### config.mk
export PLATFORM = sky130hd
export DESIGN_NAME = pc_seq_unit
export DESIGN_NICKNAME = d
export VERILOG_FILES = /design/src/rtl/pcs_pkg.sv /design/src/rtl/pcs_target_calc.sv /design/src/rtl/pcs_stack_port.sv /design/src/rtl/pc_seq_unit.sv
export SDC_FILE = /design/constraint.sdc
export NUM_CORES = 1
export LEC_CHECK = 0
export ABC_AREA = 1
export ABC_CLOCK_PERIOD_IN_PS = 9140
export BUFFER_PORTS_ARGS = -buffer_cell sky130_fd_sc_hd__buf_2
export CORE_MARGIN = 2
export CORE_UTILIZATION = 30
export DETAILED_ROUTE_END_ITERATION = 7
export PLACE_DENSITY_LB_ADDON = 0.05
export SYNTH_ARGS = -nofsm -noshare
export SYNTH_HDL_FRONTEND = slang
export SYNTH_SLANG_ARGS = --single-unit
### constraint.sdc
create_clock -name clk -period 9.14 [get_ports clk]
set_input_delay 0.457 -clock clk [delete_from_list [all_inputs] [get_ports clk]]
set_output_delay 0.457 -clock clk [all_outputs]
set_load 0.01 [all_outputs]
### src/rtl/pcs_pkg.sv
package pcs_pkg;

    typedef enum logic [2:0] {
        OP_SEQ   = 3'd0,
        OP_REL   = 3'd1,
        OP_PAGE  = 3'd2,
        OP_LJMP  = 3'd3,
        OP_LCALL = 3'd4,
        OP_IDX   = 3'd5,
        OP_RET   = 3'd6,
        OP_RETI  = 3'd7
    } op_kind_e;

    typedef enum logic [2:0] {
        ST_IDLE,
        ST_PUSH_LO,
        ST_PUSH_HI,
        ST_POP_HI,
        ST_POP_LO
    } seq_state_e;

    localparam logic [4:0] PAGE_CALL_LOW5 = 5'b10001;

endpackage

### src/rtl/pcs_target_calc.sv
module pcs_target_calc #(
    parameter int PC_W = 16,
    parameter int DW   = 8
) (
    input  logic [PC_W-1:0] pc,
    input  logic [1:0]      instr_len,
    input  logic [2:0]      page_hi,
    input  logic [DW-1:0]   op1,
    input  logic [DW-1:0]   op2,
    input  logic            taken,
    input  logic [DW-1:0]   acc,
    input  logic [PC_W-1:0] dptr,
    output logic [PC_W-1:0] seq_pc,
    output logic [PC_W-1:0] rel_pc,
    output logic [PC_W-1:0] page_pc,
    output logic [PC_W-1:0] page_ret,
    output logic [PC_W-1:0] long_pc,
    output logic [PC_W-1:0] long_ret,
    output logic [PC_W-1:0] idx_pc,
    output logic [PC_W-1:0] tbl_addr
);
    localparam int PAGE_BITS = 3 + DW;

    logic [DW-1:0]   rel_off;
    logic [PC_W-1:0] off_ext;
    logic [PC_W-1:0] acc_ext;

    always_comb begin
        seq_pc   = pc + PC_W'(instr_len);
        rel_off  = (instr_len == 2'd3) ? op2 : op1;
        off_ext  = {{(PC_W-DW){rel_off[DW-1]}}, rel_off};
        acc_ext  = {{(PC_W-DW){1'b0}}, acc};
        rel_pc   = taken ? (seq_pc + off_ext) : seq_pc;
        page_ret = pc + PC_W'(2);
        page_pc  = {page_ret[PC_W-1:PAGE_BITS], page_hi, op1};
        long_ret = pc + PC_W'(3);
        long_pc  = {op1, op2};
        idx_pc   = dptr + acc_ext;
        tbl_addr = seq_pc + acc_ext;
    end
endmodule

### src/rtl/pcs_stack_port.sv
module pcs_stack_port
    import pcs_pkg::*;
#(
    parameter int PC_W = 16,
    parameter int SP_W = 8,
    parameter int DW   = 8
) (
    input  seq_state_e      state,
    input  logic [SP_W-1:0] sp,
    input  logic [PC_W-1:0] ret_addr,
    output logic            ram_we,
    output logic            ram_re,
    output logic [SP_W-1:0] ram_addr,
    output logic [DW-1:0]   ram_wdata
);
    always_comb begin
        ram_we    = 1'b0;
        ram_re    = 1'b0;
        ram_addr  = sp;
        ram_wdata = '0;
        unique case (state)
            ST_PUSH_LO: begin
                ram_we    = 1'b1;
                ram_addr  = sp + SP_W'(1);
                ram_wdata = ret_addr[DW-1:0];
            end
            ST_PUSH_HI: begin
                ram_we    = 1'b1;
                ram_addr  = sp + SP_W'(1);
                ram_wdata = ret_addr[PC_W-1:DW];
            end
            ST_POP_HI, ST_POP_LO: begin
                ram_re    = 1'b1;
                ram_addr  = sp;
            end
            default: ;
        endcase
    end
endmodule

### src/rtl/pc_seq_unit.sv
module pc_seq_unit
    import pcs_pkg::*;
#(
    parameter int          PC_W     = 16,
    parameter int          SP_W     = 8,
    parameter int          DW       = 8,
    parameter logic [7:0]  SP_RESET = 8'h07
) (
    input  logic            clk,
    input  logic            rst_n,
    input  logic            start,
    input  logic [2:0]      op_kind,
    input  logic [1:0]      instr_len,
    input  logic [7:0]      opcode,
    input  logic [7:0]      op1,
    input  logic [7:0]      op2,
    input  logic            taken,
    input  logic [7:0]      acc,
    input  logic [15:0]     dptr,
    input  logic [7:0]      ram_rdata,
    output logic [15:0]     pc,
    output logic [7:0]      sp,
    output logic            busy,
    output logic            done,
    output logic            irq_done,
    output logic [15:0]     tbl_addr,
    output logic            ram_we,
    output logic            ram_re,
    output logic [7:0]      ram_addr,
    output logic [7:0]      ram_wdata
);
    localparam int HALF = PC_W / 2;

    seq_state_e      st_q, st_d;
    op_kind_e        kind;
    logic            page_call;
    logic [PC_W-1:0] pc_q, ret_q, tgt_q;
    logic [SP_W-1:0] sp_q;
    logic            reti_q, done_q, irq_q;

    logic [PC_W-1:0] seq_pc, rel_pc, page_pc, page_ret;
    logic [PC_W-1:0] long_pc, long_ret, idx_pc;

    assign kind      = op_kind_e'(op_kind);
    assign page_call = (opcode[4:0] == PAGE_CALL_LOW5);

    pcs_target_calc #(.PC_W(PC_W), .DW(DW)) calc_i (
        .pc       (pc_q),
        .instr_len(instr_len),
        .page_hi  (opcode[7:5]),
        .op1      (op1),
        .op2      (op2),
        .taken    (taken),
        .acc      (acc),
        .dptr     (dptr),
        .seq_pc   (seq_pc),
        .rel_pc   (rel_pc),
        .page_pc  (page_pc),
        .page_ret (page_ret),
        .long_pc  (long_pc),
        .long_ret (long_ret),
        .idx_pc   (idx_pc),
        .tbl_addr (tbl_addr)
    );

    pcs_stack_port #(.PC_W(PC_W), .SP_W(SP_W), .DW(DW)) port_i (
        .state    (st_q),
        .sp       (sp_q),
        .ret_addr (ret_q),
        .ram_we   (ram_we),
        .ram_re   (ram_re),
        .ram_addr (ram_addr),
        .ram_wdata(ram_wdata)
    );

    // state register
    always_ff @(posedge clk) begin
        if (!rst_n) st_q <= ST_IDLE;
        else        st_q <= st_d;
    end

    // transitions
    always_comb begin
        st_d = st_q;
        unique case (st_q)
            ST_IDLE: begin
                if (start) begin
                    case (kind)
                        OP_PAGE:         if (page_call) st_d = ST_PUSH_LO;
                        OP_LCALL:        st_d = ST_PUSH_LO;
                        OP_RET, OP_RETI: st_d = ST_POP_HI;
                        default:         st_d = ST_IDLE;
                    endcase
                end
            end
            ST_PUSH_LO: st_d = ST_PUSH_HI;
            ST_PUSH_HI: st_d = ST_IDLE;
            ST_POP_HI:  st_d = ST_POP_LO;
            ST_POP_LO:  st_d = ST_IDLE;
            default:    st_d = ST_IDLE;
        endcase
    end

    // registered outputs and datapath
    always_ff @(posedge clk) begin
        if (!rst_n) begin
            pc_q   <= '0;
            sp_q   <= SP_RESET;
            ret_q  <= '0;
            tgt_q  <= '0;
            reti_q <= 1'b0;
            done_q <= 1'b0;
            irq_q  <= 1'b0;
        end else begin
            done_q <= 1'b0;
            irq_q  <= 1'b0;
            unique case (st_q)
                ST_IDLE: begin
                    if (start) begin
                        case (kind)
                            OP_SEQ: begin
                                pc_q <= seq_pc;  done_q <= 1'b1;
                            end
                            OP_REL: begin
                                pc_q <= rel_pc;  done_q <= 1'b1;
                            end
                            OP_PAGE: begin
                                if (page_call) begin
                                    ret_q <= page_ret;
                                    tgt_q <= page_pc;
                                end else begin
                                    pc_q   <= page_pc;
                                    done_q <= 1'b1;
                                end
                            end
                            OP_LJMP: begin
                                pc_q <= long_pc; done_q <= 1'b1;
                            end
                            OP_LCALL: begin
                                ret_q <= long_ret;
                                tgt_q <= long_pc;
                            end
                            OP_IDX: begin
                                pc_q <= idx_pc;  done_q <= 1'b1;
                            end
                            OP_RET, OP_RETI: reti_q <= (kind == OP_RETI);
                            default: ;
                        endcase
                    end
                end
                ST_PUSH_LO: sp_q <= sp_q + SP_W'(1);
                ST_PUSH_HI: begin
                    sp_q   <= sp_q + SP_W'(1);
                    pc_q   <= tgt_q;
                    done_q <= 1'b1;
                end
                ST_POP_HI: begin
                    ret_q[PC_W-1:HALF] <= ram_rdata;
                    sp_q <= sp_q - SP_W'(1);
                end
                ST_POP_LO: begin
                    pc_q   <= {ret_q[PC_W-1:HALF], ram_rdata};
                    sp_q   <= sp_q - SP_W'(1);
                    done_q <= 1'b1;
                    irq_q  <= reti_q;
                end
                default: ;
            endcase
        end
    end

    assign pc       = pc_q;
    assign sp       = sp_q;
    assign busy     = (st_q != ST_IDLE);
    assign done     = done_q;
    assign irq_done = irq_q;
endmodule

==> qor_table.md <==
| Metric | Value | Unit |
|---|---|---|
| Result of the run | complete, no violations | - |
| Most heavily used metal layer in global routing | met2 | - |
| Final Routed Wirelength | 26890 | um |
| Clk Latency, worst-skew pair | 0.33 | ns |
| Worst clock skew | 0.004873 | ns |
| Part of the Yosys area used for sequential elements | 19.10 | % |
| Register-to-register setup slack | 5.40 | ns |
| Summed instance area of the synthesized netlist | 0.006497 | mm2 |
| Yosys cell types | 54 | - |
| Number of max-slew violations in the final report | 0 | - |
| Cell row count | 53 | - |
| Final hold violation count | 0 | - |
| Portion of total power attributed to combinational logic | 39.4 | % |
| Global-route track usage on met1 | 35.14 | % |
| Number of antenna violations at the first check in global routing | 0 | - |
| Max clock buf depth | 2 | - |
| Most common flop cell mapped by yosys | sky130_fd_sc_hd__dfxtp_1 | - |
| Synth top area cells | sky130_fd_sc_hd__dfxtp_1, sky130_fd_sc_hd__nand2_1, sky130_fd_sc_hd__inv_1 | - |
| Worst Hold Path EP | tgt_q[10] | - |
| Count of inserted antenna diode cells | 0 | - |
| Largest stage delay on the critical path | 0.52 | ns |
| Type of destination of the critical path | primary output | - |
| Sum of overflow across all layers after global routing | 0 | - |
| WHS Path Cells | 3 | - |
| HPWL after detailed placement | 21900 | um |
| Delay-heaviest family, CP | adder cells | - |
| Clock tree from TritonCTS | done | - |
| Worst R2R Start | pc[0] | - |
| Number of synthesis warnings | 0 | - |
| Synthesis-to-finish area growth | 18.39 | % |
| Shortest period the worst path allows | 4.114 | ns |
| Met3 global-route usage | 3.283 | % |
| Sw frac | 39.48 | % |
| Core outline area | 0.02115 | mm2 |
| Met2 GRT Util | 36.77 | % |
| Routed via count divided by cell count | 5.241 | - |
| Part of the power in registers | 28.1 | % |
| Buffering stage count on the worst path with inverters included | 3 | - |
| Share of Yosys cell area claimed by the top area cell type | 19.10 | % |
| Number of buffers inserted to repair setup after CTS | 0 | - |
| Cell-internal power | 0.0006986 | W |
| Max stage delay cell, worst path | sky130_fd_sc_hd__dfxtp_1 | - |
| Horiz. Die Dim | 151.2 | um |
| Hold crit path type | in2reg | - |
| Vias in the first global route | 6865 | - |
| Most common cell after layout, fill and taps aside | sky130_fd_sc_hd__nand2_1 | - |
| Clock transition at the register clock pins on the worst setup and hold paths after CTS | 0.05 | ns |
| Critical path class | reg2out | - |
| Num CTS Buffers | 9 | - |
| Async set-or-reset flop fraction in the synthesized netlist | 0 | % |
| Overall via count from detail_route | 7453 | - |
| Placer congestion estimate | 0.8630 | - |
| Fin Setup TNS | 0 | ns |
| VDD IR max | 75.80 | uV |
| Starting utilization of the core area | 30.72 | % |
| Gates resized, CTS repair | 0 | - |
| Portion of netlist area occupied by mux cells | 0 | % |
| Start point of the worst min-delay path | opcode[7] | - |
| Total Routing Usage GR | 23.54 | % |
| Share of the clock period used by the worst path after layout | 45.01 | % |
| Drt pass-1 iters | 5 | - |
| Startpoint type of the worst setup path | flip-flop | - |
| End of the worst register-to-register path | pc[13] | - |
| Post-Syn Area per Cell | 6.272 | um2 |
| Drt first-iter violations | 652 | - |
| Power density relative to cell area | 150.1 | mW/mm2 |
| Max cap viols | 0 | - |
| Portion of total power attributed to the clock network | 32.4 | % |
| Global-route wire length before repair | 40450 | um |
| Post-synthesis cell type with the largest combined area | sky130_fd_sc_hd__dfxtp_1 | - |
| H-Tree Depth | 3 | - |
| Power spent charging and discharging nets | 0.0004557 | W |
| Max FO, Critical Path | 6 | - |
| Fraction of final layout cells with drive strength greater than 1 | 16.39 | % |
| Root Buffer Master | sky130_fd_sc_hd__clkbuf_16 | - |
| Slew at the pin closest to its max-slew limit | 0.9205 | ns |
| Static leakage | 3.766 | nW |
| I/O pin count | 126 | - |
| Setup repair after global routing missed its margin | no | - |
| Post-CTS Hold Buffers | 0 | - |
| Main combinational cell family by area after synthesis | simple AND/OR/NAND/NOR gates | - |
| Final std cell area, no fill | 0.007692 | mm2 |
| Complex-gate fraction of the synthesized area | 25.42 | % |
| Adder-cell share of the synthesized area | 8.165 | % |
| Cell Area, Placed | 0.007370 | mm2 |
| Series of cell instances along the critical path | ha_1 -> fa_1 -> inv_1 -> nor2_1 -> xor2_1 -> ha_1 -> a21oi_1 -> nand2_1 -> nand2_1 -> o21ai_1 -> nand2_1 -> nand2_1 -> nand2_1 -> inv_1 -> nand2_1 -> xor2_1 -> buf_2 | - |
| #FFs+latches synth | 62 | - |
| Number of synthesized flops with an enable pin | 0 | - |
| Cell count after synthesis | 1036 | - |
| Arrival time of the worst setup path | 3.66 | ns |
| TritonCTS sink count | 62 | - |
| Critical path's most frequent cell | sky130_fd_sc_hd__nand2_1 | - |
| Post-layout nets | 1248 | - |
| Detail-routed net length per standard cell | 18.91 | um |
| Tightest slew margin relative to the limit | 37.05 | % |
| Final setup violating endpoints | 0 | - |
| Simple-gate share of the synthesized area | 29.79 | % |
| Die outline height | 151.2 | um |
| Max Clock Freq | 243.1 | MHz |
| # port buffers | 125 | - |
| Cells on worst reg2reg path | 24 | - |
| Pin count of the biggest net entering global routing | 44 | - |
| Post-route antenna net violation count | 0 | - |
| Net count after synthesis | 1141 | - |
| Critical Path RT | 8.68 | ns |
| Xor/xnor share of the synthesized area | 7.106 | % |
| DR DRC count | 0 | - |
| Die Outline Area | 0.02285 | mm2 |
| Most frequent cells in the layout | sky130_fd_sc_hd__nand2_1, sky130_fd_sc_hd__inv_1, sky130_fd_sc_hd__buf_2, sky130_fd_sc_hd__o21ai_0, sky130_fd_sc_hd__a21oi_1 | - |
## sequential cells by signal (all words and copies together) (netlist names)
| register | count |
|---|---|
| pc | 16 |
| done | 1 |
| reti_q | 1 |
| irq_done | 1 |
| sp | 8 |
| st_q | 3 |
| tgt_q | 16 |
| ret_q | 16 |
## kinds of logic after synthesis
kind of cell / after synthesis
fa+ha+maj: 40
simple gates: 426
compound gates: 278
xor+xnor: 51
flops: 62
buf+inv: 179
## tightest hold or removal path: stages
cell	delay (ns)
sky130_fd_sc_hd__buf_2	0.11
sky130_fd_sc_hd__nand2_1	0.06
sky130_fd_sc_hd__a31oi_1	0.07
## power by group through the flow
stage / Sequential (W) / Clock, W / Combinational, W
floorplan: 0.000318 / 0 / 0.000295
global placement: 0.000330 / 0 / 0.000458
detailed placement: 0.000329 / 0 / 0.000454
CTS: 0.000324 / 0.000382 / 0.000457
global route: 0.000326 / 0.000393 / 0.000512
finish: 0.000325 / 0.000374 / 0.000455
## routing by layer
metal	routed length [um]	vias up	share of wire (%)
li1	-	3742	-
met5	0	-	0
met3	1521	14	5.7
met4	190	0	0.71
met1	13370	3435	50
met2	11810	262	44
## cell usage after synthesis (2+ instances only)
master and count:
sky130_fd_sc_hd__nand2_1 226, sky130_fd_sc_hd__inv_1 139, sky130_fd_sc_hd__o21ai_0 99, sky130_fd_sc_hd__a21oi_1 82, sky130_fd_sc_hd__nor2_1 70, sky130_fd_sc_hd__nand3_1 63
sky130_fd_sc_hd__dfxtp_1 62, sky130_fd_sc_hd__xor2_1 43, sky130_fd_sc_hd__ha_1 36, sky130_fd_sc_hd__a221oi_1 29, sky130_fd_sc_hd__clkbuf_1 28, sky130_fd_sc_hd__a31oi_1 17
sky130_fd_sc_hd__nand4_1 15, sky130_fd_sc_hd__nor3_1 13, sky130_fd_sc_hd__nand2_2 12, sky130_fd_sc_hd__o22ai_1 7, sky130_fd_sc_hd__inv_2 6, sky130_fd_sc_hd__nor2_2 6
sky130_fd_sc_hd__o211ai_1 6, sky130_fd_sc_hd__xnor2_1 6, sky130_fd_sc_hd__a211oi_1 4, sky130_fd_sc_hd__fa_1 4, sky130_fd_sc_hd__nor3_2 4, sky130_fd_sc_hd__o2111ai_1 4
sky130_fd_sc_hd__o21ai_1 4, sky130_fd_sc_hd__o21bai_1 4, sky130_fd_sc_hd__a22oi_1 3, sky130_fd_sc_hd__buf_2 3, sky130_fd_sc_hd__o21a_1 3, sky130_fd_sc_hd__a21boi_0 2
sky130_fd_sc_hd__a21o_1 2, sky130_fd_sc_hd__a221o_1 2, sky130_fd_sc_hd__buf_1 2, sky130_fd_sc_hd__nand3_2 2, sky130_fd_sc_hd__nand3_4 2, sky130_fd_sc_hd__nand3b_1 2
sky130_fd_sc_hd__nor3b_1 2, sky130_fd_sc_hd__nor4_4 2, sky130_fd_sc_hd__o221ai_1 2, sky130_fd_sc_hd__o31ai_1 2, sky130_fd_sc_hd__or2_2 2, sky130_fd_sc_hd__xor2_2 2
## layout make-up
type	count	area (um2)
fillers	2358	13460
multi-input cells	795	4579
flip-flops and latches	62	1241
repair buffers	129	655.6
inverters	146	549.3
well taps	275	344.1
clock buffers	11	252.7
clock inverters	4	70.07
## stage by stage
step | hold slack, ns | power, W | std cells | utilization (%) | setup WS [ns]
floorplan | 0.4217 | 0.0006136 | 1036 | - | 5.841
detailed placement | 0.4476 | 0.0007832 | 1407 | 34.84 | 5.283
CTS | 0.4147 | 0.001162 | 1422 | 36.36 | 5.031
finish | 0.4182 | 0.001154 | 1422 | 36.36 | 5.026
global placement | 0.4449 | 0.0007883 | 1407 | 34.84 | 5.341
global route | 0.4309 | 0.001231 | 1422 | 36.36 | 4.791
## worst max-delay path by stage
stage          slack, ns  cells past startpoint           end    startpoint
2_1_floorplan       5.84                     17  tbl_addr[13]  instr_len[0]
5_1_grt             4.79                     19  tbl_addr[14]         pc[0]
4_1_cts             5.03                     17  tbl_addr[14]         pc[0]
3_5_place_dp        5.28                     19  tbl_addr[13]  instr_len[0]
3_3_place_gp        5.34                     19  tbl_addr[13]  instr_len[0]
6_report            5.03                     17  tbl_addr[14]         pc[0]
No activity file was read; power rests on OpenSTA's default activity.
